$ cat src/rtl/rdwin_pkg.sv
package rdwin_pkg;

    typedef enum logic [3:0] {
        S_IDLE,
        S_WR_REQ,
        S_TAP_SET,
        S_SETTLE,
        S_RD_REQ,
        S_RD_WAIT,
        S_JUDGE,
        S_CALC,
        S_APPLY,
        S_FINAL
    } cal_state_t;

    typedef enum logic [1:0] {
        PH_DESCEND,
        PH_LOW,
        PH_HIGH
    } sweep_phase_t;

endpackage

$ cat src/rtl/rdwin_settle.sv
module rdwin_settle #(
    parameter int CYC = 4
) (
    input  logic clk,
    input  logic rst_n,
    input  logic arm,
    output logic quiet
);
    localparam int CW = $clog2(CYC + 1);

    logic [CW-1:0] cnt_q;

    always_ff @(posedge clk) begin
        if (!rst_n) begin
            cnt_q <= '0;
        end else if (arm) begin
            cnt_q <= CW'(CYC);
        end else if (cnt_q != '0) begin
            cnt_q <= cnt_q - CW'(1);
        end
    end

    assign quiet = (cnt_q == '0) && !arm;

endmodule

$ cat src/rtl/rdwin_judge.sv
module rdwin_judge #(
    parameter int DW = 16
) (
    input  logic          clk,
    input  logic          rst_n,
    input  logic          clr,
    input  logic          cmp_en,
    input  logic [DW-1:0] got,
    input  logic [DW-1:0] want,
    output logic          miss
);
    always_ff @(posedge clk) begin
        if (!rst_n) begin
            miss <= 1'b0;
        end else if (clr) begin
            miss <= 1'b0;
        end else if (cmp_en && (got != want)) begin
            miss <= 1'b1;
        end
    end

endmodule

$ cat src/rtl/rdwin_center.sv
module rdwin_center #(
    parameter int TAP_W = 6
) (
    input  logic             clk,
    input  logic             rst_n,
    input  logic             calc,
    input  logic [TAP_W-1:0] lo,
    input  logic [TAP_W-1:0] hi,
    output logic [TAP_W-1:0] mid
);
    logic [TAP_W:0] sum;

    assign sum = {1'b0, lo} + {1'b0, hi};

    always_ff @(posedge clk) begin
        if (!rst_n) begin
            mid <= '0;
        end else if (calc) begin
            mid <= sum[TAP_W:1];
        end
    end

endmodule

$ cat src/rtl/rdwin_center_cal.sv
module rdwin_center_cal
    import rdwin_pkg::*;
#(
    parameter int DW         = 16,
    parameter int PAT_DEPTH  = 8,
    parameter int TAP_W      = 6,
    parameter int SCNT_W     = 4,
    parameter int SETTLE_CYC = 4,
    localparam int AW        = (PAT_DEPTH > 1) ? $clog2(PAT_DEPTH) : 1
) (
    input  logic              clk,
    input  logic              rst_n,
    input  logic              start,
    input  logic [TAP_W-1:0]  init_tap,
    input  logic [SCNT_W-1:0] sample_cnt,
    output logic [AW-1:0]     pat_addr,
    input  logic [DW-1:0]     pat_data,
    output logic              cmd_valid,
    output logic              cmd_write,
    output logic [AW-1:0]     cmd_addr,
    output logic [DW-1:0]     cmd_wdata,
    input  logic              cmd_ready,
    input  logic              rd_valid,
    input  logic [DW-1:0]     rd_data,
    output logic [TAP_W-1:0]  tap_value,
    output logic              tap_load,
    output logic [TAP_W-1:0]  left_edge,
    output logic [TAP_W-1:0]  right_edge,
    output logic              done,
    output logic              error
);
    localparam logic [TAP_W-1:0] TOP_TAP  = {TAP_W{1'b1}};
    localparam logic [AW-1:0]    LAST_IDX = AW'(PAT_DEPTH - 1);

    cal_state_t        state_q, state_d;
    sweep_phase_t      phase_q;
    logic [TAP_W-1:0]  tap_q;
    logic [TAP_W-1:0]  left_q, right_q;
    logic [AW-1:0]     idx_q;
    logic [SCNT_W-1:0] samp_q, nsamp_q;
    logic              done_q, err_q;

    logic settle_quiet;
    logic tap_miss;
    logic [TAP_W-1:0] mid;
    logic word_back, last_word, last_samp, at_top;

    assign word_back = (state_q == S_RD_WAIT) && rd_valid;
    assign last_word = (idx_q == LAST_IDX);
    assign last_samp = (samp_q == nsamp_q - SCNT_W'(1));
    assign at_top    = (tap_q == TOP_TAP);

    rdwin_settle #(.CYC(SETTLE_CYC)) u_settle (
        .clk   (clk),
        .rst_n (rst_n),
        .arm   (state_q == S_TAP_SET),
        .quiet (settle_quiet)
    );

    rdwin_judge #(.DW(DW)) u_judge (
        .clk    (clk),
        .rst_n  (rst_n),
        .clr    (state_q == S_TAP_SET),
        .cmp_en (word_back),
        .got    (rd_data),
        .want   (pat_data),
        .miss   (tap_miss)
    );

    rdwin_center #(.TAP_W(TAP_W)) u_center (
        .clk   (clk),
        .rst_n (rst_n),
        .calc  (state_q == S_CALC),
        .lo    (left_q),
        .hi    (right_q),
        .mid   (mid)
    );

    // state register
    always_ff @(posedge clk) begin
        if (!rst_n) state_q <= S_IDLE;
        else        state_q <= state_d;
    end

    // next-state logic
    always_comb begin
        state_d = state_q;
        unique case (state_q)
            S_IDLE:    if (start) state_d = S_WR_REQ;
            S_WR_REQ:  if (cmd_ready && last_word) state_d = S_TAP_SET;
            S_TAP_SET: state_d = S_SETTLE;
            S_SETTLE:  if (settle_quiet) state_d = S_RD_REQ;
            S_RD_REQ:  if (cmd_ready) state_d = S_RD_WAIT;
            S_RD_WAIT: begin
                if (rd_valid) begin
                    state_d = (last_word && last_samp) ? S_JUDGE : S_RD_REQ;
                end
            end
            S_JUDGE: begin
                unique case (phase_q)
                    PH_DESCEND: state_d = S_TAP_SET;
                    PH_LOW: begin
                        if (!tap_miss && at_top) state_d = S_CALC;
                        else if (tap_miss && at_top) state_d = S_IDLE;
                        else state_d = S_TAP_SET;
                    end
                    PH_HIGH: state_d = (tap_miss || at_top) ? S_CALC : S_TAP_SET;
                    default: state_d = S_IDLE;
                endcase
            end
            S_CALC:  state_d = S_APPLY;
            S_APPLY: state_d = S_FINAL;
            S_FINAL: state_d = S_IDLE;
            default: state_d = S_IDLE;
        endcase
    end

    // datapath and output registers
    always_ff @(posedge clk) begin
        if (!rst_n) begin
            phase_q <= PH_DESCEND;
            tap_q   <= '0;
            left_q  <= '0;
            right_q <= '0;
            idx_q   <= '0;
            samp_q  <= '0;
            nsamp_q <= SCNT_W'(1);
            done_q  <= 1'b0;
            err_q   <= 1'b0;
        end else begin
            unique case (state_q)
                S_IDLE: begin
                    if (start) begin
                        done_q  <= 1'b0;
                        err_q   <= 1'b0;
                        idx_q   <= '0;
                        phase_q <= PH_DESCEND;
                        nsamp_q <= (sample_cnt == '0) ? SCNT_W'(1) : sample_cnt;
                    end
                end
                S_WR_REQ: begin
                    if (cmd_ready) begin
                        if (last_word) tap_q <= init_tap;
                        else           idx_q <= idx_q + AW'(1);
                    end
                end
                S_TAP_SET: begin
                    idx_q  <= '0;
                    samp_q <= '0;
                end
                S_RD_WAIT: begin
                    if (rd_valid) begin
                        if (last_word) begin
                            idx_q <= '0;
                            if (!last_samp) samp_q <= samp_q + SCNT_W'(1);
                        end else begin
                            idx_q <= idx_q + AW'(1);
                        end
                    end
                end
                S_JUDGE: begin
                    unique case (phase_q)
                        PH_DESCEND: begin
                            if (!tap_miss && tap_q != '0) begin
                                tap_q <= tap_q - TAP_W'(1);
                            end else begin
                                phase_q <= PH_LOW;
                                tap_q   <= '0;
                            end
                        end
                        PH_LOW: begin
                            if (!tap_miss) begin
                                left_q <= tap_q;
                                if (at_top) begin
                                    right_q <= tap_q;
                                end else begin
                                    phase_q <= PH_HIGH;
                                    tap_q   <= tap_q + TAP_W'(1);
                                end
                            end else if (at_top) begin
                                err_q  <= 1'b1;
                                done_q <= 1'b1;
                            end else begin
                                tap_q <= tap_q + TAP_W'(1);
                            end
                        end
                        PH_HIGH: begin
                            if (tap_miss || at_top) right_q <= tap_q;
                            else tap_q <= tap_q + TAP_W'(1);
                        end
                        default: ;
                    endcase
                end
                S_APPLY: tap_q  <= mid;
                S_FINAL: done_q <= 1'b1;
                default: ;
            endcase
        end
    end

    assign pat_addr   = idx_q;
    assign cmd_valid  = (state_q == S_WR_REQ) || (state_q == S_RD_REQ);
    assign cmd_write  = (state_q == S_WR_REQ);
    assign cmd_addr   = idx_q;
    assign cmd_wdata  = pat_data;
    assign tap_value  = tap_q;
    assign tap_load   = (state_q == S_TAP_SET) || (state_q == S_FINAL);
    assign left_edge  = left_q;
    assign right_edge = right_q;
    assign done       = done_q;
    assign error      = err_q;

    assert_cmd_hold_R2: assert property (@(posedge clk) disable iff (!rst_n)
        (cmd_valid && !cmd_ready) |=> (cmd_valid && $stable(cmd_addr)
                                       && $stable(cmd_write) && $stable(cmd_wdata)));

    assert_descend_step_R3: assert property (@(posedge clk) disable iff (!rst_n)
        (state_q == S_TAP_SET && phase_q == PH_DESCEND && $past(state_q) == S_JUDGE)
        |-> (tap_q == $past(tap_q) - TAP_W'(1)));

    assert_settle_before_read_R4: assert property (@(posedge clk) disable iff (!rst_n)
        (cmd_valid && !cmd_write) |-> settle_quiet);

    assert_mid_inside_R8: assert property (@(posedge clk) disable iff (!rst_n)
        (state_q == S_FINAL) |-> (tap_q >= left_q && tap_q <= right_q));

    assert_error_with_done_R9: assert property (@(posedge clk) disable iff (!rst_n)
        error |-> done);

    assert_hold_after_done_R10: assert property (@(posedge clk) disable iff (!rst_n)
        (done && !start) |=> (done && $stable(tap_value) && $stable(error)));

endmodule

$ cat config.mk
export PLATFORM = sky130hd
export DESIGN_NAME = rdwin_center_cal
export DESIGN_NICKNAME = d
export VERILOG_FILES = /design/src/rtl/rdwin_pkg.sv /design/src/rtl/rdwin_settle.sv /design/src/rtl/rdwin_judge.sv /design/src/rtl/rdwin_center.sv /design/src/rtl/rdwin_center_cal.sv
export SDC_FILE = /design/constraint.sdc
export NUM_CORES = 1
export LEC_CHECK = 0
export BUFFER_PORTS_ARGS = -buffer_cell sky130_fd_sc_hd__buf_2
export CAP_MARGIN = 25
export CORE_ASPECT_RATIO = 1.5
export CORE_UTILIZATION = 55
export DETAILED_ROUTE_END_ITERATION = 8
export MAX_ROUTING_LAYER = met4
export PLACE_DENSITY = 0.84
export SLEW_MARGIN = 25
export SYNTH_ARGS = -nofsm -noshare
export SYNTH_HDL_FRONTEND = slang
export SYNTH_HIERARCHICAL = 1
export SYNTH_SLANG_ARGS = --single-unit
$ cat constraint.sdc
create_clock -name clk -period 4.3 [get_ports clk]
set_input_delay 0 -clock clk [delete_from_list [all_inputs] [get_ports clk]]
set_output_delay 0 -clock clk [all_outputs]
set_load 0.01 [all_outputs]
==> results_dict.tcl <==
set metrics [dict create \
    port_buffers 91 \
    p_sw_uw 466 \
    synth_area_um2 3480 \
    ys_warn_count 6 \
    rows 35 \
    ys_types 66 \
    grt_pass1_vias 3059 \
    worstHoldPathType "in2reg" \
    final_antenna_net_count 0 \
    hpwl_um 6340 \
    skew_ns 0.00782 \
    tritoncts "done" \
    cp_max_fo 26 \
    cts_buffer_depth 2 \
    nets 544 \
    crit_slowest_cell "dfxtp_1" \
    synth-main-ff-cell "dfxtp_1" \
    synth_top_area_share 0.271 \
    post-route-period-util 0.609 \
    cts.sinks 47 \
    comb_power_share 0.321 \
    core_area_um2 6130 \
    synth.area.top_cells "dfxtp_1, ha_1, xnor2_1" \
    finalSetupViolCount 0 \
    fmax_mhz 382 \
    worstPathArrival_ns 2.83 \
    p_clk_frac 0.263 \
    critical_path_class "reg2reg" \
    synthTopCellsByCount "dfxtp_1, nor2_1, nand2_1" \
    swShare 0.356 \
    start_kind "flip-flop" \
    max-cap-violations 0 \
    ys_ff_latch 47 \
    leakage_uw 0.00171 \
    tightestPinTransition_ns 0.885 \
    reg2reg_to "u_center/mid[4]" \
    fin_area_um2 3890 \
    holdPathEnd "tap_value[3]" \
    routed_wl_um 8520 \
    synth.most_common_cell "dfxtp_1" \
    floorplan.initialDensity 0.567 \
    syn_inst 420 \
    via_count 3287 \
    drive_above_1_share 0.241 \
    grt_max_degree 31 \
    wl_per_cell_um 15.4 \
    holdPathStages 3 \
    place_area_um2 3730 \
    die_area_um2 6650 \
    syn_to_final_growth_pct 11.9 \
    drt_first_pass_iters 4 \
    ios 92 \
    rsz0062_at_grt "no" \
    hold_start "init_tap[3]" \
    post-cts-setup-buffers 0 \
    grt.total_usage 0.277 \
    die_h_um 99.4 \
    die_w_um 66.9 \
    drv_slew 0 \
    clk_pin_slew_worst_paths_ns 0.10 \
    drc_errors 0 \
    syn_avg_cell_area_um2 8.28 \
    drt-initial-drc-count 142 \
    regToRegStartpoint "state_q[0]" \
    r2r_slack_ns 1.68 \
    gp_congestion 0.862 \
    synthesis.nets 487 \
    root_buffer "clkbuf_8" \
    grt_pass1_wl_um 13800 \
    htree_num_levels 2 \
    r2r_cells 6 \
    slowest_delay_ns 0.91 \
    vdd_drop_max_v 0.000327 \
    fin_setup_tns_ns 0 \
    slew_headroom 0.409 \
    p_int_uw 844 \
    numCtsBuffers 5 \
    cp-end-kind "flip-flop" \
    antenna_found_initial 0 \
    hold_violations 0 \
    period_needed_ns 2.62 \
    crit_required_ns 4.51 \
    p_per_area_nw_per_um2 337 \
    clk-insertion-delay-late_ns 0.31 \
    ys_seq_area_frac 0.271 \
    p_seq_frac 0.416 \
    async_reset_ff_frac 0 \
    synth_edf_count 0 \
    viasPerCell 5.95 \
    n_antenna_cell 0 \
    grt_remaining_overflow 0 \
    status "completed" \
    crit_chain "nand2_1 > nor2b_1 > nor2b_1 > nand2_1 > o221ai_1 > nor2_1" \
    synth_area_leader_cell "dfxtp_1" \
]
## timing repair
action / in CTS / in global routing
endpoints found under the hold margin: 4 / 0
hold buffers: 4 / 0
endpoints found under the setup margin: 0 / 0
gates resized for setup: 0 / 0
## layer usage
metal,up-vias,global-route usage,wire (um)
met5,-,-,0
met4,0,0.123,262
met3,21,0.0298,538
met2,146,0.503,4530
met1,1536,0.291,3190
li1,1584,-,-
## cell usage in the layout, fill, tap and decap left out, drive strengths merged, types with 4 or more instances in the layout
master	synthesis	layout
o22ai	5	5
inv	19	20
o21ai	12	12
clkbuf	11	5
o21a	8	8
a21oi	23	23
xnor2	25	25
ha	19	19
dlygate4sd3	0	4
a31oi	6	6
buf	34	91
nor2b	11	11
nor3	10	10
xor2	6	6
nor2	32	32
nand3b	8	8
and3	5	5
nand2b	7	7
dfxtp	47	47
nand4	9	9
a211oi	5	5
o31ai	6	6
nand3	21	21
mux2i	13	13
nand2	30	30
or2	4	4
## power groups by stage
stage	clock [uW]	sequential [uW]	combinational, uW
after floorplan	0	515	358
after global placement	0	551	401
after detailed placement	0	553	415
after CTS	346	543	420
after global routing	365	554	466
final	345	545	421
## kinds of logic (layout without fill, tap and decap cells)
| logic type | count (synthesis) | in the layout | synth area share |
|---|---|---|---|
| and+or+nand+nor | 153 | 153 | 0.241 |
| AOI/OAI and AO/OA | 89 | 89 | 0.186 |
| buffers and inverters | 65 | 123 | 0.105 |
| DFF | 47 | 47 | 0.271 |
| xor gates and xnor gates | 31 | 31 | 0.0781 |
| adders and majority gates | 20 | 20 | 0.0742 |
| muxes | 15 | 15 | 0.0450 |
## state kept, by name, summed over array words and instances, names as in the netlist
name / flops
state_q: 4
done: 1
error: 1
u_center/mid: 6
u_settle/cnt_q: 3
samp_q: 4
u_judge/miss: 1
phase_q: 2
right_edge: 6
nsamp_q: 4
cmd_addr: 3
left_edge: 6
tap_value: 6
## critical path, delay by kind of cell (launching register included)
family / cells / cell delay (ns)
AO/OA/AOI/OAI: 1 / 0.19
flip-flops: 1 / 0.91
AND/OR/NAND/NOR: 5 / 1.41
## cell type report
cell class | count | area [um^2]
clock inverters | 3 | 46.3
repair buffers | 95 | 495
inverters | 20 | 75.1
well taps | 74 | 92.6
clock buffers | 5 | 68.8
flip-flops and latches | 47 | 941
multi-input cells | 308 | 2170
fillers | 558 | 2240
## how the worst max path moves through the flow
| stage | start | endpoint | depth (start not counted) |
|---|---|---|---|
| finish | state_q[0] | u_center/mid[4] | 6 |
| global route | state_q[0] | u_center/mid[4] | 6 |
| CTS | state_q[0] | u_center/mid[4] | 6 |
| detailed placement | state_q[0] | u_center/mid[4] | 6 |
| global placement | state_q[0] | u_center/mid[4] | 6 |
| floorplan | state_q[1] | state_q[1] | 10 |
## stage by stage
step | power, uW | utilization | setup WS, ns | instances | hold WS [ns]
after floorplan | 872 | - | 2.32 | 420 | 0.0918
after global placement | 952 | 0.609 | 1.89 | 540 | 0.210
after detailed placement | 968 | 0.609 | 1.79 | 540 | 0.211
after CTS | 1310 | 0.634 | 1.77 | 552 | 0.0270
after global routing | 1390 | 0.634 | 1.40 | 552 | 0.0529
final | 1310 | 0.634 | 1.68 | 552 | 0.0344
(Power assumes the default switching activity.)
